<file path="src/rtl/dbf_pkg.sv">
package dbf_pkg;

    typedef enum logic [1:0] {
        MODE_IDLE = 2'd0,
        MODE_LOAD = 2'd1,
        MODE_XFER = 2'd2,
        MODE_PASS = 2'd3
    } dbf_mode_e;

    function automatic dbf_mode_e pick_mode(input logic sel_n, input logic wr_n,
                                            input logic ld_n);
        dbf_mode_e m;
        if (!sel_n && !wr_n && !ld_n)      m = MODE_PASS;
        else if (!sel_n && !wr_n)          m = MODE_LOAD;
        else if (!ld_n)                    m = MODE_XFER;
        else                               m = MODE_IDLE;
        return m;
    endfunction

endpackage

</file>
<file path="src/rtl/dbf_sync.sv">
module dbf_sync #(
    parameter int          WIDTH   = 1,
    parameter int          STAGES  = 2,
    parameter logic [WIDTH-1:0] RST_VAL = '0
) (
    input  logic             clk,
    input  logic             rst_n,
    input  logic [WIDTH-1:0] d,
    output logic [WIDTH-1:0] q
);
    logic [WIDTH-1:0] stg [STAGES];

    generate
        for (genvar s = 0; s < STAGES; s++) begin : g_stage
            if (s == 0) begin : g_first
                always_ff @(posedge clk or negedge rst_n) begin
                    if (!rst_n) stg[0] <= RST_VAL;
                    else        stg[0] <= d;
                end
            end else begin : g_next
                always_ff @(posedge clk or negedge rst_n) begin
                    if (!rst_n) stg[s] <= RST_VAL;
                    else        stg[s] <= stg[s-1];
                end
            end
        end
    endgenerate

    assign q = stg[STAGES-1];

endmodule

</file>
<file path="src/rtl/dbf_ctrl.sv">
module dbf_ctrl
    import dbf_pkg::*;
(
    input  logic      clk,
    input  logic      rst_n,
    input  logic      sel_n_s,
    input  logic      wr_n_s,
    input  logic      ld_n_s,
    output dbf_mode_e mode,
    output logic      hold_wr,
    output logic      conv_wr,
    output logic      conv_from_bus
);
    dbf_mode_e state_q, state_d;

    always_comb begin
        state_d = pick_mode(sel_n_s, wr_n_s, ld_n_s);
    end

    always_ff @(posedge clk or negedge rst_n) begin
        if (!rst_n) state_q <= MODE_IDLE;
        else        state_q <= state_d;
    end

    always_comb begin
        hold_wr       = 1'b0;
        conv_wr       = 1'b0;
        conv_from_bus = 1'b0;
        unique case (state_q)
            MODE_IDLE: ;
            MODE_LOAD: hold_wr = 1'b1;
            MODE_XFER: conv_wr = 1'b1;
            MODE_PASS: begin
                hold_wr       = 1'b1;
                conv_wr       = 1'b1;
                conv_from_bus = 1'b1;
            end
            default: ;
        endcase
    end

    assign mode = state_q;

    assert_pass_mode_R4: assert property (@(posedge clk) disable iff (!rst_n)
        (!sel_n_s && !wr_n_s && !ld_n_s) |=> (state_q == MODE_PASS));

    assert_idle_mode_R5: assert property (@(posedge clk) disable iff (!rst_n)
        (ld_n_s && (sel_n_s || wr_n_s)) |=> (state_q == MODE_IDLE));

endmodule

</file>
<file path="src/rtl/dbf_regs.sv">
module dbf_regs
    import dbf_pkg::*;
#(
    parameter int DATA_W = 14
) (
    input  logic              clk,
    input  logic              rst_n,
    input  dbf_mode_e         mode,
    input  logic              hold_wr,
    input  logic              conv_wr,
    input  logic              conv_from_bus,
    input  logic [DATA_W-1:0] bus_d,
    output logic [DATA_W-1:0] conv_q
);
    logic [DATA_W-1:0] hold_q;

    always_ff @(posedge clk or negedge rst_n) begin
        if (!rst_n)       hold_q <= '0;
        else if (hold_wr) hold_q <= bus_d;
    end

    always_ff @(posedge clk or negedge rst_n) begin
        if (!rst_n)       conv_q <= '0;
        else if (conv_wr) conv_q <= conv_from_bus ? bus_d : hold_q;
    end

    assert_load_R2: assert property (@(posedge clk) disable iff (!rst_n)
        (mode == MODE_LOAD) |=> ($stable(conv_q) && hold_q == $past(bus_d)));

    assert_xfer_R3: assert property (@(posedge clk) disable iff (!rst_n)
        (mode == MODE_XFER) |=> (conv_q == $past(hold_q) && $stable(hold_q)));

    assert_pass_R4: assert property (@(posedge clk) disable iff (!rst_n)
        (mode == MODE_PASS) |=> (conv_q == $past(bus_d) && hold_q == $past(bus_d)));

    assert_hold_R5: assert property (@(posedge clk) disable iff (!rst_n)
        (mode == MODE_IDLE) |=> ($stable(conv_q) && $stable(hold_q)));

endmodule

</file>
<file path="src/rtl/dbf_decode.sv">
module dbf_decode #(
    parameter int DATA_W   = 14,
    parameter int SEG_BITS = 3,
    parameter int THERM_W  = (2**SEG_BITS) - 1,
    parameter int LADDER_W = DATA_W - SEG_BITS
) (
    input  logic                clk,
    input  logic                rst_n,
    input  logic [DATA_W-1:0]   code,
    output logic [THERM_W-1:0]  therm,
    output logic [LADDER_W-1:0] ladder,
    output logic                is_zero
);
    logic [SEG_BITS-1:0] seg;

    assign seg    = code[DATA_W-1 -: SEG_BITS];
    assign ladder = code[LADDER_W-1:0];

    generate
        for (genvar i = 0; i < THERM_W; i++) begin : g_line
            assign therm[i] = (seg > SEG_BITS'(i));
        end
    endgenerate

    assign is_zero = (seg == '0) && (ladder == '0);

    assert_therm_R6: assert property (@(posedge clk) disable iff (!rst_n)
        ((therm & (therm + 1'b1)) == '0) && ($countones(therm) == int'(seg)));

endmodule

</file>
<file path="src/rtl/dac_dbuf_front.sv">
module dac_dbuf_front
    import dbf_pkg::*;
#(
    parameter int DATA_W      = 14,
    parameter int SEG_BITS    = 3,
    parameter int SYNC_STAGES = 2
) (
    input  logic                           clk,
    input  logic                           rst_n,
    input  logic                           cs_n,
    input  logic                           wr_n,
    input  logic                           ld_n,
    input  logic [DATA_W-1:0]              data_i,
    output logic [(2**SEG_BITS)-2:0]       therm_o,
    output logic [DATA_W-SEG_BITS-1:0]     ladder_o,
    output logic                           zero_o
);
    localparam int THERM_W  = (2**SEG_BITS) - 1;
    localparam int LADDER_W = DATA_W - SEG_BITS;
    localparam int ALIGN    = SYNC_STAGES + 1;

    logic [2:0]        strobe_s;
    logic [DATA_W-1:0] bus_d;
    logic [DATA_W-1:0] conv_q;
    dbf_mode_e         mode;
    logic              hold_wr, conv_wr, conv_from_bus;

    dbf_sync #(.WIDTH(3), .STAGES(SYNC_STAGES), .RST_VAL(3'b111)) u_strobe_sync (
        .clk  (clk),
        .rst_n(rst_n),
        .d    ({cs_n, wr_n, ld_n}),
        .q    (strobe_s)
    );

    dbf_sync #(.WIDTH(DATA_W), .STAGES(ALIGN), .RST_VAL('0)) u_bus_align (
        .clk  (clk),
        .rst_n(rst_n),
        .d    (data_i),
        .q    (bus_d)
    );

    dbf_ctrl u_ctrl (
        .clk          (clk),
        .rst_n        (rst_n),
        .sel_n_s      (strobe_s[2]),
        .wr_n_s       (strobe_s[1]),
        .ld_n_s       (strobe_s[0]),
        .mode         (mode),
        .hold_wr      (hold_wr),
        .conv_wr      (conv_wr),
        .conv_from_bus(conv_from_bus)
    );

    dbf_regs #(.DATA_W(DATA_W)) u_regs (
        .clk          (clk),
        .rst_n        (rst_n),
        .mode         (mode),
        .hold_wr      (hold_wr),
        .conv_wr      (conv_wr),
        .conv_from_bus(conv_from_bus),
        .bus_d        (bus_d),
        .conv_q       (conv_q)
    );

    dbf_decode #(.DATA_W(DATA_W), .SEG_BITS(SEG_BITS),
                 .THERM_W(THERM_W), .LADDER_W(LADDER_W)) u_decode (
        .clk    (clk),
        .rst_n  (rst_n),
        .code   (conv_q),
        .therm  (therm_o),
        .ladder (ladder_o),
        .is_zero(zero_o)
    );

    assert_zero_flag_R8: assert property (@(posedge clk) disable iff (!rst_n)
        zero_o |-> (therm_o == '0 && ladder_o == '0));

    assert_nonzero_R8: assert property (@(posedge clk) disable iff (!rst_n)
        (!zero_o) |-> (therm_o != '0 || ladder_o != '0));

    assert_reset_R1: assert property (@(posedge clk)
        (!rst_n) |-> (therm_o == '0 && ladder_o == '0 && zero_o));

endmodule

</file>
<file path="config.mk">
export PLATFORM = sky130hd
export DESIGN_NAME = dac_dbuf_front
export DESIGN_NICKNAME = d
export VERILOG_FILES = /design/src/rtl/dbf_pkg.sv /design/src/rtl/dbf_sync.sv /design/src/rtl/dbf_ctrl.sv /design/src/rtl/dbf_regs.sv /design/src/rtl/dbf_decode.sv /design/src/rtl/dac_dbuf_front.sv
export SDC_FILE = /design/constraint.sdc
export NUM_CORES = 1
export LEC_CHECK = 0
export BUFFER_PORTS_ARGS = -buffer_cell sky130_fd_sc_hd__buf_2
export CAP_MARGIN = 20
export CORE_MARGIN = 2
export CORE_UTILIZATION = 30
export CTS_CLUSTER_DIAMETER = 100
export CTS_CLUSTER_SIZE = 25
export DETAILED_ROUTE_END_ITERATION = 8
export HOLD_SLACK_MARGIN = 0.15
export PLACE_DENSITY = 0.49
export RECOVER_POWER = 100
export REMOVE_ABC_BUFFERS = 1
export SKIP_LAST_GASP = 1
export SYNTH_ARGS = -nofsm -noshare
export SYNTH_HDL_FRONTEND = slang
export SYNTH_SLANG_ARGS = --single-unit
</file>
<file path="constraint.sdc">
create_clock -name clk -period 2.7 [get_ports clk]
set_input_delay 0.54 -clock clk [delete_from_list [all_inputs] [get_ports clk]]
set_output_delay 0.54 -clock clk [all_outputs]
set_load 0.02 [all_outputs]
</file>
==> summary.md, run 1 <==
| Metric | Value |
|---|---|
| Syn Area/Cell | 19.15 µm² |
| Fin crit period | 2224 ps |
| Cts bufs inserted | 9 |
| Met3 wire length | 134 µm |
| Initial Util | 30.92% |
| Slowest CP cell | dfrtp_1 |
| Worst skew pair latency | 330 ps |
| Hold WC Path Type | input port to flop |
| Register area share after synthesis | 77.52% |
| CP arrival | 1680 ps |
| DR DRC count | 0 |
| Wire length on met1 | 1652 µm |
| Share of post-route cells with drive strength above 1 | 26.90% |
| FFs w/ async S/R, synth | 100.0% |
| Max stage delay on crit path | 440 ps |
| Final setup fails | 0 |
| Cells after Synth | 132 |
| CP required | 2160 ps |
| Post-cts hold buffer count | 0 |
| Via density | 3.877 |
| Top_reg_cell synth | dfrtp_1 |
| Fin Setup TNS | 0 ps |
| Post-Synth XOR/XNOR Area | 0% |
| Vias | 1070 |
| Mux share of post-synthesis cell area | 15.45% |
| Post-detail-place hpwl | 2381 µm |
| Post-CTS Resized | 0 |
| # H-tree levels | 3 |
| CP bufs+invs | 1 |
| Post-Syn Area | 0.002527 mm² |
| Fillers | 813 |
| Drt wl/cell | 13.47 µm |
| Layout area overhead | 13.81% |
| CP top delay family | simple AND/OR/NAND/NOR gates |
| Ant. Diodes | 0 |
| Post-route clock period utilization | 82.36% |
| Max_cap viols | 1 |
| Max Used Layer | met4 |
| Worst R2R End | u_regs.conv_q[4] |
| R2R cell count | 2 |
| Startpoint Class | flop |
| CTS clock-pin slew for the worst setup and hold paths | 70 ps |
| Initial antenna violation count | 0 |
| Max Buffers Root-to-Sink | 2 |
| Cell area power density | 890.3 mW/mm² |
| Die width | 95.79 µm |
| Crit path from | u_regs.conv_q[13] |
| Slew HR | -23.37% |
| Placed instance count | 260 |
| Post-synthesis register bit count | 78 |
| Status | complete, but fails checks |
| TritonCTS clock tree | yes |
| Synth Area in Compound Gates | 0.5941% |
| Pin count of the biggest net entering global routing | 79 |
| Peak supply drop | 0.3503 mV |
| Core footprint | 0.008175 mm² |
| Total Power | 2561 µW |
| Failing checks | max-capacitance violations, max-slew violations |
| GR Overflow Total | 0 |
| Critical Path Stages | 3 |
| Final non-filler cell total | 276 |
| Vias in the first global route | 1185 |
| Row Count | 33 |
| Iter 0 DRT Violations | 107 |
| Post-DP Area | 0.002744 mm² |
| Port Buffers | 37 |
| Routed met2 length | 1895 µm |
| Total track usage | 9.251% |
| Clock root cell | clkbuf_8 |
| Pleak | 0.001269 µW |
| Post-Synth Simple-Gate Area | 2.228% |
| Final instance area | 0.002877 mm² |
| Boundary pin count | 38 |
| Highest Clock Rate | 449.7 MHz |
| Yosys warns | 0 |
| Die area | 0.009175 mm² |
| Layout Nets | 185 |
| Setup slack, reg-to-reg | 1100 ps |
| Pins Over Slew Limit | 79 |
| First-pass GRT wire length | 6237 µm |
| Unique masters post-synth | 19 |
| Critical path cell sequence | or3_1, and4b_1, clkbuf_1 |
| CP max FO | 8 |
| Combinational family with the most area after synthesis | multiplexers |
| Post-CTS setup buffer count | 0 |
| DRT antenna net count | 0 |
| Adder-cell share of the synthesized area | 0% |
| Clock Sinks | 78 |
| RSZ-0062 raised after global routing | false |
| Number of synthesized flops with an enable pin | 0 |
| DR pass1 iterations | 4 |
| Worst Skew | 8.000 ps |
| Critical R2R Launch | u_ctrl.mode[0] |
| Final-report hold violation count | 0 |
| Worst Setup Path Type | flop to primary output |
| Chip height | 95.79 µm |
| GP Congestion | 0.6681 |
| Slew @ Worst Pin | 1851 ps |
| Worst setup EP type | primary output |
| End of the critical path | zero_o |
| Final wirelength | 3718 µm |
-- area by class of cell --
cell class	count	area, µm²	area share (%)
clock buffer	13	168.9	5.872
clock inverter	3	65.06	2.262
inverter	1	3.754	0.1305
multi-input combinational	39	386.6	13.44
sequential	78	1959	68.12
tap	105	131.4	4.567
timing repair buffer	37	161.4	5.611
-- through the flow --
step / setup WS, ps / util [%] / hold WS (ps)
global placement: 921.8 / 33.56 / 332.6
detailed placement: 913.5 / 33.56 / 334.7
global route: 352.0 / 35.19 / 275.7
CTS: 542.2 / 36.42 / 286.0
finish: 476.4 / 35.19 / 306.8
floorplan: 772.0 / - / 244.4
-- flip-flops by register name, summed over array words and instances, names as in the netlist --
signal             count
u_regs.conv_q         14
u_regs.hold_q         14
u_bus_align.q         14
u_bus_align.stg       28
u_strobe_sync.stg      3
u_ctrl.mode            2
u_strobe_sync.q        3
-- per-layer routing --
layer,vias up,GRT usage [%]
li1,494,-
met1,552,12.07
met2,19,14.16
met3,5,2.819
met4,0,4.286
met5,-,0
-- Yosys cell counts, types with 2 or more instances --
cell type  instances  share of area [%]
dfstp_2            6                6.2
mux2_4            20                 12
buf_4             11                3.3
dfrtp_1           72                 71
nor4_1             2               0.49
mux2_2             8                3.6
-- cell usage in the layout (no fill, tap or decap), types with 2 or more instances in the layout --
master     count
mux2_1        22
dfrtp_1       72
clkbuf_1      20
mux2_2         6
bufinv_16      2
dfstp_2        6
nor4_1         2
buf_2         17
clkbuf_8      12
-- cells by family after synthesis --
kind of cell,after synthesis
buf+inv,15
flops,78
compound gates,2
simple gates,9
mux,28
-- how the worst min path moves through the flow --
| stage | start | endpoint | slack, ps | cells past startpoint |
|---|---|---|---|---|
| detailed placement | u_bus_align.stg[14] | u_bus_align.q[0] | 330 | 0 |
| global route | cs_n | u_strobe_sync.stg[5] | 280 | 1 |
| finish | cs_n | u_strobe_sync.stg[5] | 310 | 1 |
| floorplan | rst_n | u_bus_align.q[0] | 240 | 0 |
| global placement | u_bus_align.stg[20] | u_bus_align.q[6] | 330 | 0 |
| CTS | cs_n | u_strobe_sync.stg[5] | 290 | 1 |
-- where the power goes --
part           switching (µW)  total, µW  internal [µW]
combinational             153        242           88.4
sequential               64.2       1340           1280
clock                     378        974            596
-- worst register-to-register path: cells and delay by family, from the launching register on --
| family | cells | cell delay (ps) |
|---|---|---|
| mux | 2 | 720 |
| flops | 1 | 770 |
Note: power is estimated with default switching activity, not from simulation.
==> run 2, diff against run 1 <==
clock period = 2.15 ns   (was 2.7 ns; I/O delays follow)
==> run 2 against run 1 <==
The run now ends clean. Utilization increased by 0.57 points. Critical path type unchanged. Global-route usage down 0.072 points. Clock power up 12%. Sequential share of layout area is 1.0 points lower. First-iteration DRC count shrank 91%. Largest power group unchanged. Critical path depth unchanged. Die area unchanged. Flip-flop and latch count stayed put.
==> summary.md, run 2 (synthesized netlist as in run 1, its figures left out) <==
| Metric | Value |
|---|---|
| Worst Skew | 4.899 ps |
| Via density | 3.904 |
| Drt wl/cell | 12.94 µm |
| Port Buffers | 37 |
| Row Count | 33 |
| Number of flip-flops in the largest register | 28 |
| Clock Sinks | 78 |
| CP arrival | 1610 ps |
| TritonCTS clock tree | yes |
| Slowest CP cell | dfrtp_2 |
| CTS clock-pin slew for the worst setup and hold paths | 80 ps |
| Worst setup EP type | primary output |
| Pins Over Slew Limit | 0 |
| CP required | 1720 ps |
| Hold WC Path Type | input port to flop |
| Commonest cells after routing, fill and taps aside | 71 x dfrtp_1, 21 x mux2_1, 18 x buf_2, 18 x clkbuf_1, 10 x clkbuf_8 |
| RSZ-0062 raised after global routing | false |
| Post-detail-place hpwl | 2430 µm |
| Max Buffers Root-to-Sink | 2 |
| Initial Util | 30.92% |
| Max stage delay on crit path | 440 ps |
| Post-CTS setup buffer count | 0 |
| Total track usage | 9.180% |
| Peak supply drop | 0.4767 mV |
| Status | completed |
| Final-report hold violation count | 0 |
| Die area | 0.009175 mm² |
| Critical path cell sequence | or3_1, and4b_1, buf_4 |
| Vias | 1101 |
| Slew @ Worst Pin | 1059 ps |
| Layout area overhead | 15.64% |
| Core footprint | 0.008175 mm² |
| Boundary pin count | 38 |
| Iter 0 DRT Violations | 10 |
| Die width | 95.79 µm |
| DR pass1 iterations | 4 |
| GR Overflow Total | 0 |
| Fin crit period | 2036 ps |
| Most common cell after layout, fill and taps aside | dfrtp_1 |
| GP Congestion | 0.6760 |
| Worst Setup Path Type | flop to primary output |
| Fin Setup TNS | 0 ps |
| Clock root cell | clkbuf_8 |
| Post-route clock period utilization | 94.68% |
| Vias in the first global route | 1161 |
| Max_cap viols | 0 |
| Highest Clock Rate | 491.3 MHz |
| DRT antenna net count | 0 |
| Post-place setup slack | 418.6 ps |
| Startpoint Class | flop |
| Share of post-route cells with drive strength above 1 | 29.38% |
| Slew HR | 29.40% |
| Worst skew pair latency | 340 ps |
| Pin count of the biggest net entering global routing | 45 |
| CP max FO | 8 |
| Pleak | 0.001278 µW |
| DR DRC count | 0 |
| Chip height | 95.79 µm |
| Final wirelength | 3650 µm |
| Layout Nets | 191 |
| Cts bufs inserted | 9 |
| # H-tree levels | 3 |
| Total Power | 3101 µW |
| First-pass GRT wire length | 5961 µm |
| Fin worst setup slack | 114.4 ps |
| Cell area power density | 1061 mW/mm² |
| Largest Register | u_bus_align.stg |
| Initial antenna violation count | 0 |
| Ant. Diodes | 0 |
| Final setup fails | 0 |
-- run 2: cell count changes in the layout (fill, tap and decap cells not counted), moves of 2 or more --
| cell | before | now |
|---|---|---|
| clkbuf_1 | 20 | 18 |
| clkbuf_8 | 12 | 10 |
| clkinvlp_4 | 0 | 4 |
| dlygate4sd3_1 | 0 | 4 |
-- run 2: repair_timing --
item / 4_1_cts / 5_1_grt
hold buffers: 1 / 3
gates resized for setup: 0 / 2
endpoints found under the setup margin: 0 / 1
endpoints found under the hold margin: 37 / 3
-- run 2: per-stage QoR --
step	hold slack (ps)	cells	cell area [µm²]	utilization, %
2_1_floorplan	134.4	118	2425	-
3_3_place_gp	331.5	262	2771	33.90
3_5_place_dp	334.7	262	2771	33.90
4_1_cts	157.9	279	2988	36.55
5_1_grt	154.4	282	2923	35.75
6_report	189.0	282	2923	35.75
-- run 2: final timing paths --
path / to / slack, ps / from / cells after the start
setup / recovery: zero_o / 110 / u_regs.conv_q[13] / 3
hold / removal: u_bus_align.stg[28] / 190 / data_i[0] / 1
max in group asynchronous: u_regs.conv_q[13] / 610 / rst_n / 2
min in group asynchronous: u_bus_align.stg[33] / 820 / rst_n / 2
setup reg to reg: u_regs.conv_q[12] / 320 / u_ctrl.mode[0] / 3
hold reg to reg: u_bus_align.q[2] / 350 / u_bus_align.stg[16] / 0
-- run 2: layer usage --
metal | GRT usage [%] | vias up | routed length (µm)
li1 | - | 513 | -
met1 | 10.68 | 557 | 1555
met2 | 14.22 | 26 | 1836
met3 | 5.012 | 5 | 210
met4 | 3.571 | 0 | 48
met5 | 0 | - | 0
-- run 2: layout make-up --
class                   instances  area [µm²]
clock buffers                  10       137.6
fillers                       810        5253
inverters                       1       3.754
repair buffers                 43       230.2
flip-flops and latches         78        1961
clock inverters                 6       68.82
multi-input cells              39       390.4
well taps                     105       131.4
-- run 2: worst max-delay path, delay by kind of cell (launching register included) --
family                 cells  cell delay (ps)
and+or+nand+nor            2              680
DFF                        1              440
buffers and inverters      1              140
-- run 2: power by group --
group	internal [µW]	switching (µW)	total, µW
combinational	124	201	325
clock	571	523	1090
sequential	1610	73.5	1680
total	2300	798	3100
==> run 3, diff against run 2 <==
PLACE_DENSITY = not set   (was 0.49)
PLACE_DENSITY_LB_ADDON = 0.25   (was not set)
REMOVE_ABC_BUFFERS = not set   (was 1)
==> run 3 against run 2 <==
Total power is 1.4% higher. Register-to-register slack better by 20 ps. Global-route usage is 0.38 points higher. Largest cell class unchanged.
==> summary.md, run 3 (synthesized netlist as in run 1, its figures left out) <==
| Metric | Value |
|---|---|
| Post-Syn Nets | 151 |
| Chip height | 95.79 µm |
| Max_cap viols | 0 |
| Max stage delay on crit path | 450 ps |
| Hold Worst Slack | 187.5 ps |
| TritonCTS clock tree | yes |
| Sequential power share | 53.5% |
| Die width | 95.79 µm |
| GP Congestion | 0.6374 |
| Fillers | 831 |
| Initial Util | 30.92% |
| DRT antenna net count | 0 |
| Most common cell after layout, fill and taps aside | dfrtp_1 |
| Ant. Diodes | 0 |
| Boundary pin count | 38 |
| Worst skew pair latency | 340 ps |
| Layout Nets | 188 |
| DR DRC count | 0 |
| Placed instance count | 262 |
| Fin crit period | 2038 ps |
| GR Overflow Total | 0 |
| Iter 0 DRT Violations | 54 |
| Die area | 0.009175 mm² |
| Post-CTS setup buffer count | 0 |
| CP required | 1720 ps |
| Fin Setup TNS | 0 ps |
| Cts bufs inserted | 9 |
| Final-report hold violation count | 0 |
| Pins Over Slew Limit | 0 |
| Slew @ Worst Pin | 1249 ps |
| RSZ-0062 raised after global routing | false |
| Hold WC Path Type | input port to flop |
| Utilization after layout | 35.54% |
| Initial antenna violation count | 0 |
| Clock Sinks | 78 |
| DR pass1 iterations | 4 |
| Clock root cell | clkbuf_8 |
| Slowest CP cell | dfrtp_2 |
| Pin count of the biggest net entering global routing | 52 |
| Number of flip-flops in the largest register | 28 |
| Highest Clock Rate | 490.6 MHz |
| Final wirelength | 3760 µm |
| Core footprint | 0.008175 mm² |
| Post-detail-place hpwl | 2526 µm |
| Worst Setup Path Type | flop to primary output |
| Startpoint Class | flop |
| Final non-filler cell total | 279 |
| CP arrival | 1610 ps |
| Largest Register | u_bus_align.stg |
| # H-tree levels | 3 |
| Switching share of power | 24.03% |
| Worst Skew | 5.797 ps |
| Worst setup EP type | primary output |
| Drt wl/cell | 13.48 µm |
| Int Pwr | 2389 µW |
| Vias | 1096 |
| Clock power share | 36.3% |
| Combinational share of power | 10.1% |
| Final setup fails | 0 |
| CTS clock-pin slew for the worst setup and hold paths | 70 ps |
| First-pass GRT wire length | 6168 µm |
| Critical path cell sequence | or3_1, and4b_1, buf_2 |
| Post-route clock period utilization | 94.81% |
| Peak supply drop | 0.3404 mV |
| Total track usage | 9.561% |
| Hold path depth | 1 |
| Max Buffers Root-to-Sink | 2 |
| Layout area overhead | 14.95% |
| CP max FO | 8 |
| Row Count | 33 |
| Slew HR | 16.72% |
| Cell area power density | 1082 mW/mm² |
| Status | completed |
| Via density | 3.928 |
| Commonest cells after routing, fill and taps aside | 71 x dfrtp_1, 23 x mux2_1, 21 x buf_2, 16 x clkbuf_1, 13 x clkbuf_8 |
| Share of post-route cells with drive strength above 1 | 29.89% |
| Port Buffers | 37 |
| Vias in the first global route | 1229 |
| Psw | 755.7 µW |
| Pleak | 0.001295 µW |
| R2R cell count | 3 |
## run 3: power groups by stage
stage                     combinational, µW  clock (µW)  sequential (µW)
after global placement                  395           0             1710
final                                   319        1140             1680
after detailed placement                402           0             1720
after global routing                    351        1250             1700
after CTS                               405        1180             1690
after floorplan                         317           0             1690
## run 3: area by class of cell
class / count / area (µm²) / share of cell area, %
inverters: 1 / 3.754 / 0.1292
repair buffers: 40 / 200.2 / 6.891
clock buffers: 13 / 178.9 / 6.158
well taps: 105 / 131.4 / 4.522
clock inverters: 3 / 40.04 / 1.378
flip-flops and latches: 78 / 1961 / 67.48
multi-input cells: 39 / 390.4 / 13.44
## run 3: worst max-delay path, delay by kind of cell (launching register included)
kind                   cells  cell delay (ps)
AND/OR/NAND/NOR            2              660
flip-flops                 1              450
buffers and inverters      1              170
## run 3: stage by stage
stage / instance area [µm²] / total power [µW] / worst slack, ps
after CTS: 3000 / 3274 / 71.75
final: 2905 / 3144 / 111.6
after detailed placement: 2771 / 2118 / 452.0
after floorplan: 2527 / 2006 / 426.5
after global placement: 2771 / 2100 / 508.0
after global routing: 2905 / 3308 / 2.049
## run 3: per-layer routing
layer / up-vias / track usage [%] / part of all wire, %
li1: 502 / - / -
met2: 26 / 14.04 / 49
met1: 561 / 11.12 / 41
met4: 0 / 6.429 / 2.4
met3: 7 / 4.464 / 7.1
met5: - / 0 / 0
## run 3: repair_timing
| action | in CTS | in global routing |
|---|---|---|
| setup endpoints to repair | 0 | 1 |
| gates resized for setup | 0 | 1 |
| hold buffers | 1 | 0 |
| hold endpoints to repair | 44 | 0 |
## run 3: final timing paths
kind,start,endpoint,slack [ps]
worst max-delay path,u_regs.conv_q[13],zero_o,110
worst min-delay path,wr_n,u_strobe_sync.stg[4],190
worst max register to register,u_ctrl.mode[0],u_regs.conv_q[8],340
worst min register to register,u_bus_align.stg[35],u_bus_align.stg[21],350
max in group asynchronous,rst_n,u_regs.conv_q[13],420
min in group asynchronous,rst_n,u_bus_align.stg[29],900
